### src/rtl/gpio_pkg.sv
package gpio_pkg;

    localparam int ADDR_W = 3;

    typedef enum logic [ADDR_W-1:0] {
        REG_DATA  = 3'd0,
        REG_DIR   = 3'd1,
        REG_PULL  = 3'd4,
        REG_SLEW  = 3'd5,
        REG_DRIVE = 3'd6
    } gpio_reg_e;

    // per-pin register contents
    typedef struct packed {
        logic data;
        logic dir;
        logic pull;
        logic slew;
        logic drive;
    } pin_bits_t;

    // pad-side controls produced for one pin
    typedef struct packed {
        logic oe;
        logic out;
        logic pu;
        logic slew;
        logic drive;
    } pad_ctl_t;

    function automatic logic addr_mapped(input logic [ADDR_W-1:0] a);
        return (a == REG_DATA) || (a == REG_DIR) || (a == REG_PULL) ||
               (a == REG_SLEW) || (a == REG_DRIVE);
    endfunction

endpackage

### src/rtl/gpio_sync.sv
module gpio_sync #(
    parameter int W = 8
) (
    input  logic         clk,
    input  logic         rst,
    input  logic [W-1:0] d,
    output logic [W-1:0] q
);
    logic [W-1:0] stage1;

    always_ff @(posedge clk) begin
        if (rst) begin
            stage1 <= '0;
            q      <= '0;
        end else begin
            stage1 <= d;
            q      <= stage1;
        end
    end
endmodule

### src/rtl/gpio_regfile.sv
module gpio_regfile
    import gpio_pkg::*;
#(
    parameter int               NPINS    = 8,
    parameter logic [NPINS-1:0] PRESENT  = 8'h3F,
    parameter logic [NPINS-1:0] IN_ONLY  = 8'h20,
    parameter logic [NPINS-1:0] OUT_ONLY = 8'h10
) (
    input  logic              clk,
    input  logic              rst,
    input  logic              wr,
    input  logic [ADDR_W-1:0] addr,
    input  logic [NPINS-1:0]  wdata,
    output pin_bits_t         regs [NPINS]
);
    localparam logic [NPINS-1:0] CFG_MASK = PRESENT & ~IN_ONLY & ~OUT_ONLY;

    for (genvar i = 0; i < NPINS; i++) begin : g_pin
        if (PRESENT[i]) begin : g_live
            always_ff @(posedge clk) begin
                if (rst) begin
                    regs[i] <= '0;
                end else if (wr) begin
                    case (addr)
                        REG_DATA:  regs[i].data  <= wdata[i];
                        REG_DIR:   regs[i].dir   <= wdata[i] & CFG_MASK[i];
                        REG_PULL:  regs[i].pull  <= wdata[i];
                        REG_SLEW:  regs[i].slew  <= wdata[i];
                        REG_DRIVE: regs[i].drive <= wdata[i];
                        default: ;
                    endcase
                end
            end
        end else begin : g_absent
            assign regs[i] = '0;
        end
    end
endmodule

### src/rtl/gpio_pin.sv
module gpio_pin
    import gpio_pkg::*;
#(
    parameter bit PRESENT  = 1'b1,
    parameter bit IN_ONLY  = 1'b0,
    parameter bit OUT_ONLY = 1'b0
) (
    input  pin_bits_t r,
    input  logic      sync_in,
    output pad_ctl_t  ctl,
    output logic      rd_data
);
    logic is_out;

    always_comb begin
        if (!PRESENT)      is_out = 1'b0;
        else if (OUT_ONLY) is_out = 1'b1;
        else if (IN_ONLY)  is_out = 1'b0;
        else               is_out = r.dir;
    end

    always_comb begin
        ctl.oe    = is_out;
        ctl.out   = PRESENT & r.data;
        ctl.pu    = PRESENT & r.pull & ~is_out;
        ctl.slew  = PRESENT & r.slew;
        ctl.drive = PRESENT & r.drive;
        rd_data   = PRESENT & (is_out ? r.data : sync_in);
    end
endmodule

### src/rtl/gpio_port.sv
module gpio_port
    import gpio_pkg::*;
#(
    parameter int               NPINS    = 8,
    parameter logic [NPINS-1:0] PRESENT  = 8'h3F,
    parameter logic [NPINS-1:0] IN_ONLY  = 8'h20,
    parameter logic [NPINS-1:0] OUT_ONLY = 8'h10
) (
    input  logic              clk,
    input  logic              rst,
    input  logic [ADDR_W-1:0] bus_addr,
    input  logic              bus_wr,
    input  logic [NPINS-1:0]  bus_wdata,
    output logic [NPINS-1:0]  bus_rdata,
    input  logic [NPINS-1:0]  pad_in,
    output logic [NPINS-1:0]  pad_oe,
    output logic [NPINS-1:0]  pad_out,
    output logic [NPINS-1:0]  pad_pu,
    output logic [NPINS-1:0]  pad_slew,
    output logic [NPINS-1:0]  pad_drive
);
    pin_bits_t        regs [NPINS];
    logic [NPINS-1:0] sync_in;
    logic [NPINS-1:0] rd_data_vec;
    logic [NPINS-1:0] pull_vec;

    gpio_sync #(.W(NPINS)) u_sync (
        .clk (clk),
        .rst (rst),
        .d   (pad_in),
        .q   (sync_in)
    );

    gpio_regfile #(
        .NPINS(NPINS), .PRESENT(PRESENT), .IN_ONLY(IN_ONLY), .OUT_ONLY(OUT_ONLY)
    ) u_regs (
        .clk   (clk),
        .rst   (rst),
        .wr    (bus_wr),
        .addr  (bus_addr),
        .wdata (bus_wdata),
        .regs  (regs)
    );

    for (genvar i = 0; i < NPINS; i++) begin : g_pin
        pad_ctl_t ctl;

        gpio_pin #(
            .PRESENT(PRESENT[i]), .IN_ONLY(IN_ONLY[i]), .OUT_ONLY(OUT_ONLY[i])
        ) u_pin (
            .r       (regs[i]),
            .sync_in (sync_in[i]),
            .ctl     (ctl),
            .rd_data (rd_data_vec[i])
        );

        assign pad_oe[i]    = ctl.oe;
        assign pad_out[i]   = ctl.out;
        assign pad_pu[i]    = ctl.pu;
        assign pad_slew[i]  = ctl.slew;
        assign pad_drive[i] = ctl.drive;
        assign pull_vec[i]  = regs[i].pull;
    end

    always_comb begin
        case (bus_addr)
            REG_DATA:  bus_rdata = rd_data_vec;
            REG_DIR:   bus_rdata = pad_oe;
            REG_PULL:  bus_rdata = pull_vec;
            REG_SLEW:  bus_rdata = pad_slew;
            REG_DRIVE: bus_rdata = pad_drive;
            default:   bus_rdata = '0;
        endcase
    end
endmodule

### config.mk
export PLATFORM = sky130hd
export DESIGN_NAME = gpio_port
export DESIGN_NICKNAME = d
export VERILOG_FILES = /design/src/rtl/gpio_pkg.sv /design/src/rtl/gpio_sync.sv /design/src/rtl/gpio_regfile.sv /design/src/rtl/gpio_pin.sv /design/src/rtl/gpio_port.sv
export SDC_FILE = /design/constraint.sdc
export NUM_CORES = 1
export LEC_CHECK = 0
export BUFFER_PORTS_ARGS = -buffer_cell sky130_fd_sc_hd__buf_2
export CAP_MARGIN = 20
export CORE_AREA = 2 2 66 68
export DETAILED_ROUTE_END_ITERATION = 12
export DIE_AREA = 0 0 68 70
export GPL_TIMING_DRIVEN = 0
export PLACE_DENSITY = 0.77
export SYNTH_ARGS = -nofsm -noshare
export SYNTH_HDL_FRONTEND = slang
export SYNTH_SLANG_ARGS = --single-unit
### constraint.sdc
create_clock -name clk -period 1.68 [get_ports clk]
set_clock_uncertainty 0.2 [all_clocks]
set_input_delay 0.336 -clock clk [delete_from_list [all_inputs] [get_ports clk]]
set_output_delay 0.336 -clock clk [all_outputs]
set_load 0.005 [all_outputs]
==> results of run 1 <==
## logic make-up (layout without fill, tap and decap cells)
logic type / count (synthesis) / count (layout) / share of synthesized area
simple gates: 59 / 59 / 0.178
buf+inv: 49 / 119 / 0.173
flops: 38 / 38 / 0.399
mux: 36 / 36 / 0.189
compound gates: 17 / 17 / 0.0565
other cells: 2 / 15 / 0.00394
## final cells by class
type	count	area [sq um]
fillers	345	1500
plain buffers	45	358
flip-flops and latches	38	776
clock buffers	8	110
repair buffers	62	383
inverters	4	15.0
well taps	52	65.1
multi-input cells	127	936
## placed cells by master, fill, tap and decap left out
| cell type | synthesis | final |
|---|---|---|
| a21bo_2 | 1 | 1 |
| o22ai_1 | 3 | 3 |
| clkbuf_1 | 5 | 4 |
| mux2i_4 | 0 | 1 |
| mux2i_1 | 36 | 35 |
| dfxtp_1 | 38 | 28 |
| or3_1 | 1 | 1 |
| nand3b_1 | 2 | 2 |
| buf_6 | 1 | 6 |
| o21ai_0 | 9 | 1 |
| nand2b_2 | 0 | 1 |
| a22o_1 | 3 | 3 |
| inv_1 | 4 | 4 |
| conb_1 | 2 | 15 |
| nor2_1 | 30 | 29 |
| buf_4 | 36 | 45 |
| o21ai_1 | 0 | 4 |
| o21ai_4 | 0 | 1 |
| clkbuf_8 | 0 | 8 |
| nor4b_4 | 1 | 1 |
| nor3_2 | 0 | 1 |
| nand2b_4 | 0 | 3 |
| clkbuf_2 | 1 | 1 |
| buf_12 | 0 | 2 |
| nor2b_1 | 14 | 14 |
| nand4b_2 | 2 | 2 |
| nor4_1 | 1 | 1 |
| nor3b_1 | 1 | 1 |
| a21o_1 | 1 | 1 |
| nor2_4 | 0 | 1 |
| buf_8 | 0 | 3 |
| buf_2 | 2 | 46 |
| dfxtp_4 | 0 | 1 |
| o21ai_2 | 0 | 3 |
| nor4bb_1 | 2 | 2 |
| dfxtp_2 | 0 | 9 |
## power by group
part	leakage [nW]	switching, mW	internal, mW	total [mW]
clock	0.0575	0.303	0.414	0.717
combinational	0.990	0.123	0.153	0.276
sequential	0.315	0.0175	0.926	0.943
## synthesized netlist by cell type
master,count
nor3_1,1
nor4_1,1
nand2b_1,4
buf_4,36
nor2b_1,14
nand3b_1,2
nor3b_1,1
mux2i_1,36
clkbuf_2,1
or3_1,1
nand4b_2,2
o22ai_1,3
dfxtp_1,38
a21bo_2,1
clkbuf_1,5
conb_1,2
o21ai_0,9
a22o_1,3
nor4b_4,1
buf_2,2
nor2_1,30
buf_6,1
nor4bb_1,2
a21o_1,1
inv_1,4
## metrics by stage
stage               area (sq um)  total power [mW]   util
floorplan                   1950              1.10      -
global route                2640              2.01  0.638
CTS                         2560              1.93  0.617
detailed placement          2250              1.17  0.544
global placement            2250              1.17  0.544
finish                      2640              1.94  0.638
## routing by layer
layer | routed length [um] | global-route usage
met1 | 1990 | 0.224
met2 | 2270 | 0.290
met3 | 245 | 0.0612
met4 | 70 | 0.0889
met5 | 0 | 0
## what timing repair did
action / CTS / global route
gates resized for setup: 37 / 19
pin swaps: 13 / 5
setup endpoints to repair: 6 / 9
buffers inserted: 12 / 3
## state kept, by name (all words and copies together), names as in the netlist
name / cells
u_regs.regs: 28
u_sync.q: 5
u_sync.stage1: 5
## worst reg2reg max path: stages, from the launching register on
cell and delay (ns):
dfxtp_4 0.35, buf_4 0.13, mux2i_1 0.12, nor2_1 0.05
## how the worst max path moves through the flow
stage,end,slack (ns)
after floorplan,bus_rdata[0],0.007
after global placement,bus_rdata[4],-0.25
after detailed placement,bus_rdata[4],-0.27
after CTS,bus_rdata[1],-0.23
after global routing,bus_rdata[1],-0.26
final,bus_rdata[1],-0.17
==> reports/results.tsv, run 1 <==
stage	metric	value	unit
power	power.density	733	mW/mm^2
clock_tree	cts_tree	done	
layout	drive_gt1_frac	0.479	
synthesis	netlist.area_leader.share	0.399	
placement	gp_congestion	0.774	
critical_path	max_stage_delay	0.34	ns
clock_tree	cts_buffers	5	
critical_path	worstReg2RegStart	u_regs.regs[33]	
clock_tree	root_buffer	clkbuf_8	
critical_path	critical_path.top_delay_family	simple AND/OR/NAND/NOR gates	
min_path	hold-path-cell-count	2	
timing	slew_violations	0	
clock_tree	path_clk_slew	0.07	ns
critical_path	worstPathRequired	1.14	ns
min_path	hp-start	pad_in[5]	
critical_path	crit_fanout	3	
critical_path	rr_worst_depth	3	
synthesis	synthesis.area	0.00191	sq mm
critical_path	path_buf_inv	1	
critical_path	crit_path_end_kind	primary output	
synthesis	yosys_warnings	0	
timing	fin_ws	-0.172	ns
clock_tree	htreeDepth	2	
die	core	0.00414	sq mm
routing	first_iter_violations	68	
timing	holdWs	0.0542	ns
routing	post-route-drc-count	0	
critical_path	reg2reg_slack	0.71	ns
timing	fmax	0.540	GHz
flow_run	maxCapViolations	0	
synthesis	yosysSeqAreaShare	0.399	
run_status	violations	negative setup slack	
power	ir_drop	522	uV
min_path	min_path_type	input port to register	
die	die_area	0.00476	sq mm
clock_tree	hold_buffers	0	
clock_tree	clk_path_buf_depth	2	
die	initial_core_util	0.460	
die	die_w	68	um
synthesis	ys_types	25	
critical_path	path_cells	mux2i_1, nor2_1, or3_1, buf_2	
critical_path	crit_start	u_regs.regs[31]	
layout	area_growth	38.7	%
layout	num_antenna_cells	0	
synthesis	post-synth-top-area-cell	dfxtp_1	
run_status	status	complete, but fails checks	
routing	avgViaCountPerCell	4.68	
die	core.rowCount	24	
timing	min_period	1.85	ns
critical_path	critPathSlowestCell	dfxtp_1	
routing	wirelength	4570	um
synthesis	syn_inst	201	
critical_path	r2r_end	u_regs.regs[33]	
synthesis	ys_seq_elements	38	
timing	rsz0062_at_grt	yes	
critical_path	cp.depth	4	
global_route	grt_max_degree	12	
timing	finalHoldViolCount	0	
layout	layout.nets	305	
placement	placedCellCount	313	
power	leakagePower	1.36	nW
layout	stdcell_count	336	
critical_path	start_kind	register	
routing	wl_per_cell	13.6	um
global_route	grt_pass1_vias	1358	
placement	port_buffers	47	
global_route	grt_usage	0.185	
routing	vias	1574	
routing	drtAntennaViolNets	0	
global_route	grt_overflow_total	0	
die	ios	70	
critical_path	path_class	register to primary output	
min_path	worstHoldEndpoint	u_sync.stage1[5]	
global_route	grt_pass1_wl	6480	um
clock_tree	clock_sinks	38	
critical_path	arrival	1.32	ns
die	die_y	70	um
placement	place_ws	-0.275	ns
synthesis	syn_area_per_cell	9.48	sq um
timing	finalSetupTns	-0.444	ns
clock_tree	clock_latency	0.29	ns
routing	drt-pass1-iter-count	4	
timing	fin_crit_sh	1.10	
placement	dp_hpwl	2820	um
timing	setup_viol	6	
global_route	antenna_found_initial	0	
synthesis	synth_area_leaders	dfxtp_1 (40%), mux2i_1 (19%), buf_4 (14%)	
Power figures use the tool's default switching activity.
==> inputs of run 2 (changes only) <==
CORE_AREA = 2 2 74 76   (was 2 2 66 68)
DIE_AREA = 0 0 76 78   (was 0 0 68 70)
PLACE_DENSITY = 0.76   (was 0.77)
SYNTH_HIERARCHICAL = 1   (was default)
==> run 2 against run 1 <==
Against the previous run: the flow still finishes with violations (negative setup slack); power is 2.7% lower; via count increased by 8.8%; hold slack improved by 0.0087 ns.
==> reports/results.tsv, run 2 <==
stage	metric	value	unit	change
run_status	status	complete, but fails checks		
run_status	violations	negative setup slack		
synthesis	syn_area_per_cell	9.97	sq um	+5.1%
flow_run	maxCapViolations	0		unchanged
clock_tree	clock_latency	0.28	ns	about the same
min_path	hold-path-cell-count	2		unchanged
critical_path	crit_path_end_kind	primary output		
global_route	grt_usage	0.168		-0.0171
layout	top_regs	u_regs/regs: 28 flops, u_sync/q: 5 flops, u_sync/stage1: 5 flops		
timing	rsz0062_at_grt	yes		
layout	top_register	u_regs/regs		
placement	place_ws	-0.468	ns	-0.193 ns
layout	drive_gt1_frac	0.488		+0.00950
placement	port_buffers	49		+4.3%
global_route	grt_pass1_wl	8000	um	+23%
critical_path	path_cells	mux2_4, mux2i_1, o32ai_1, a21o_1, buf_2		
synthesis	synthesis.area	0.00227	sq mm	+19%
clock_tree	cts_tree	done		
layout	stdcell_count	371		+10%
timing	slew_violations	0		unchanged
power	ir_drop	594	uV	+14%
layout	largest_register_ffs	28		unchanged
critical_path	path_class	register to primary output		
power	switching_share	0.238		+0.00910
clock_tree	hold_buffers	0		unchanged
power	power_switching	0.449	mW	+1.2%
global_route	grt_max_degree	16		+4
clock_tree	path_clk_slew	0.07	ns	about the same
power	fin_total_pwr	1.88	mW	-2.7%
critical_path	critPathSlowestCell	dfxtp_2		
critical_path	rr_worst_depth	3		unchanged
placement	placed_area	0.00265	sq mm	+17%
critical_path	start_kind	register		
placement	placedCellCount	358		+14%
global_route	grt_overflow_total	0		unchanged
layout	num_antenna_cells	0		unchanged
timing	tightest_slew	0.697	ns	
min_path	min_path_type	input port to register		
layout	area_growth	26.3	%	
timing	maxSlewHeadroom	0.533		
global_route	antenna_found_initial	0		unchanged
critical_path	arrival	1.45	ns	+0.13 ns
clock_tree	clk_path_buf_depth	2		unchanged
timing	setup_viol	6		unchanged
synthesis	syn_inst	228		+13%
placement	dp_hpwl	3520	um	+25%
power	seqPwrFrac	0.499		+0.012
power	combPwrFrac	0.168		+0.025
layout	final_cell_mix	buf_4 (53), buf_2 (47), mux2i_1 (35), nand2b_1 (34), dfxtp_1 (31)		
clock_tree	root_buffer	clkbuf_8		
layout	mostFrequentLayoutCell	buf_4		
timing	finalHoldViolCount	0		unchanged
critical_path	worstPathRequired	1.14	ns	about the same
die	initial_core_util	0.451		-0.00922
routing	drtAntennaViolNets	0		unchanged
die	die_area	0.00593	sq mm	+25%
die	core	0.00504	sq mm	+22%
die	die_w	76	um	+12%
die	die_y	78	um	+11%
die	core.rowCount	26		+8.3%
power	p_int	1.44	mW	-3.8%
clock_tree	clock_sinks	38		unchanged
synthesis	yosys_warnings	6		+6
routing	first_iter_violations	49		-28%
timing	fmax	0.502	GHz	-6.9%
timing	fin_crit_sh	1.18		+0.0823
layout	fin_area	0.00287	sq mm	+8.6%
power	leakagePower	1.55	nW	+14%
timing	min_period	1.99	ns	+0.138 ns
timing	fin_ws	-0.310	ns	-0.138 ns
routing	drt-pass1-iter-count	4		unchanged
layout	nFillCells	452		+31%
routing	post-route-drc-count	0		unchanged
routing	wirelength	4930	um	+7.8%
die	ios	70		unchanged
clock_tree	cts_buffers	5		unchanged
global_route	grt_pass1_vias	1674		+23%
routing	wl_per_cell	13.3	um	-2.4%
placement	gp_congestion	0.784		+1.2%
critical_path	crit_fanout	2		-1
layout	layout.nets	322		+5.6%
critical_path	max_stage_delay	0.34	ns	about the same
clock_tree	htreeDepth	2		unchanged
power	p_clk_frac	0.334		-0.036
power	power.density	657	mW/mm^2	-10%
routing	avgViaCountPerCell	4.61		-1.5%
routing	vias	1712		+8.8%
## run 2: cell count changes in the layout (fill, tap and decap cells not counted), moves of 4 or more
cell / delta
a21o_1: +6
a22o_1: +4
and2b_2: +8
buf_4: +8
mux2_4: +4
nand2b_1: +34
nor2_1: -29
nor2b_1: -13
nor2b_2: +5
o21ai_1: -4
o32ai_1: +6
## run 2: timing repair
item	in CTS	in global routing
hold endpoints to repair	0	0
pin swaps	4	2
endpoints found under the setup margin	6	6
gates resized for setup	25	2
setup buffers	9	5
## run 2: path summary, 6_finish.rpt
check	from	slack [ns]	end
setup / recovery	u_regs/regs[33]	-0.31	bus_rdata[1]
hold reg to reg	u_sync/stage1[0]	0.24	u_sync/q[0]
hold / removal	pad_in[5]	0.06	u_sync/stage1[5]
setup reg to reg	u_regs/regs[38]	0.77	u_regs/regs[38]
## run 2: per-stage QoR
stage | util | hold WS (ns) | setup TNS [ns]
4_1_cts | 0.560 | 0.0570 | -1.21
5_1_grt | 0.569 | 0.0540 | -1.55
3_5_place_dp | 0.525 | 0.226 | -2.49
3_3_place_gp | 0.525 | 0.221 | -2.43
2_1_floorplan | - | 0.214 | 0
6_report | 0.569 | 0.0629 | -1.16
## run 2: power by group through the flow
stage               sequential (mW)  clock [mW]  combinational (mW)
floorplan                     0.956           0               0.199
global placement              0.959           0               0.276
detailed placement            0.959           0               0.279
CTS                           0.939       0.653               0.300
global route                  0.942       0.696               0.343
finish                        0.939       0.629               0.316
## run 2: layout make-up
cell class | count | area, sq um | share of cell area
Timing Repair Buffer | 63 | 393 | 0.137
Clock inverter | 1 | 5.00 | 0.00174
Clock buffer | 7 | 86.3 | 0.0301
Sequential cell | 38 | 769 | 0.268
Inverter | 7 | 26.3 | 0.00915
Tap cell | 70 | 87.6 | 0.0305
Multi-Input combinational cell | 139 | 1170 | 0.408
Buffer | 46 | 333 | 0.116
## run 2: metal layers
layer	wire [um]	track usage
met1	2230	0.207
met2	2370	0.299
met5	0	0
met3	299	0.0465
met4	23	0.0273
## run 2: worst max-delay path: cells and delay by family, from the launching register on
kind,cells,cell delay [ns]
muxes,2,0.44
DFF,1,0.34
AOI/OAI and AO/OA,2,0.27
buffers and inverters,1,0.13
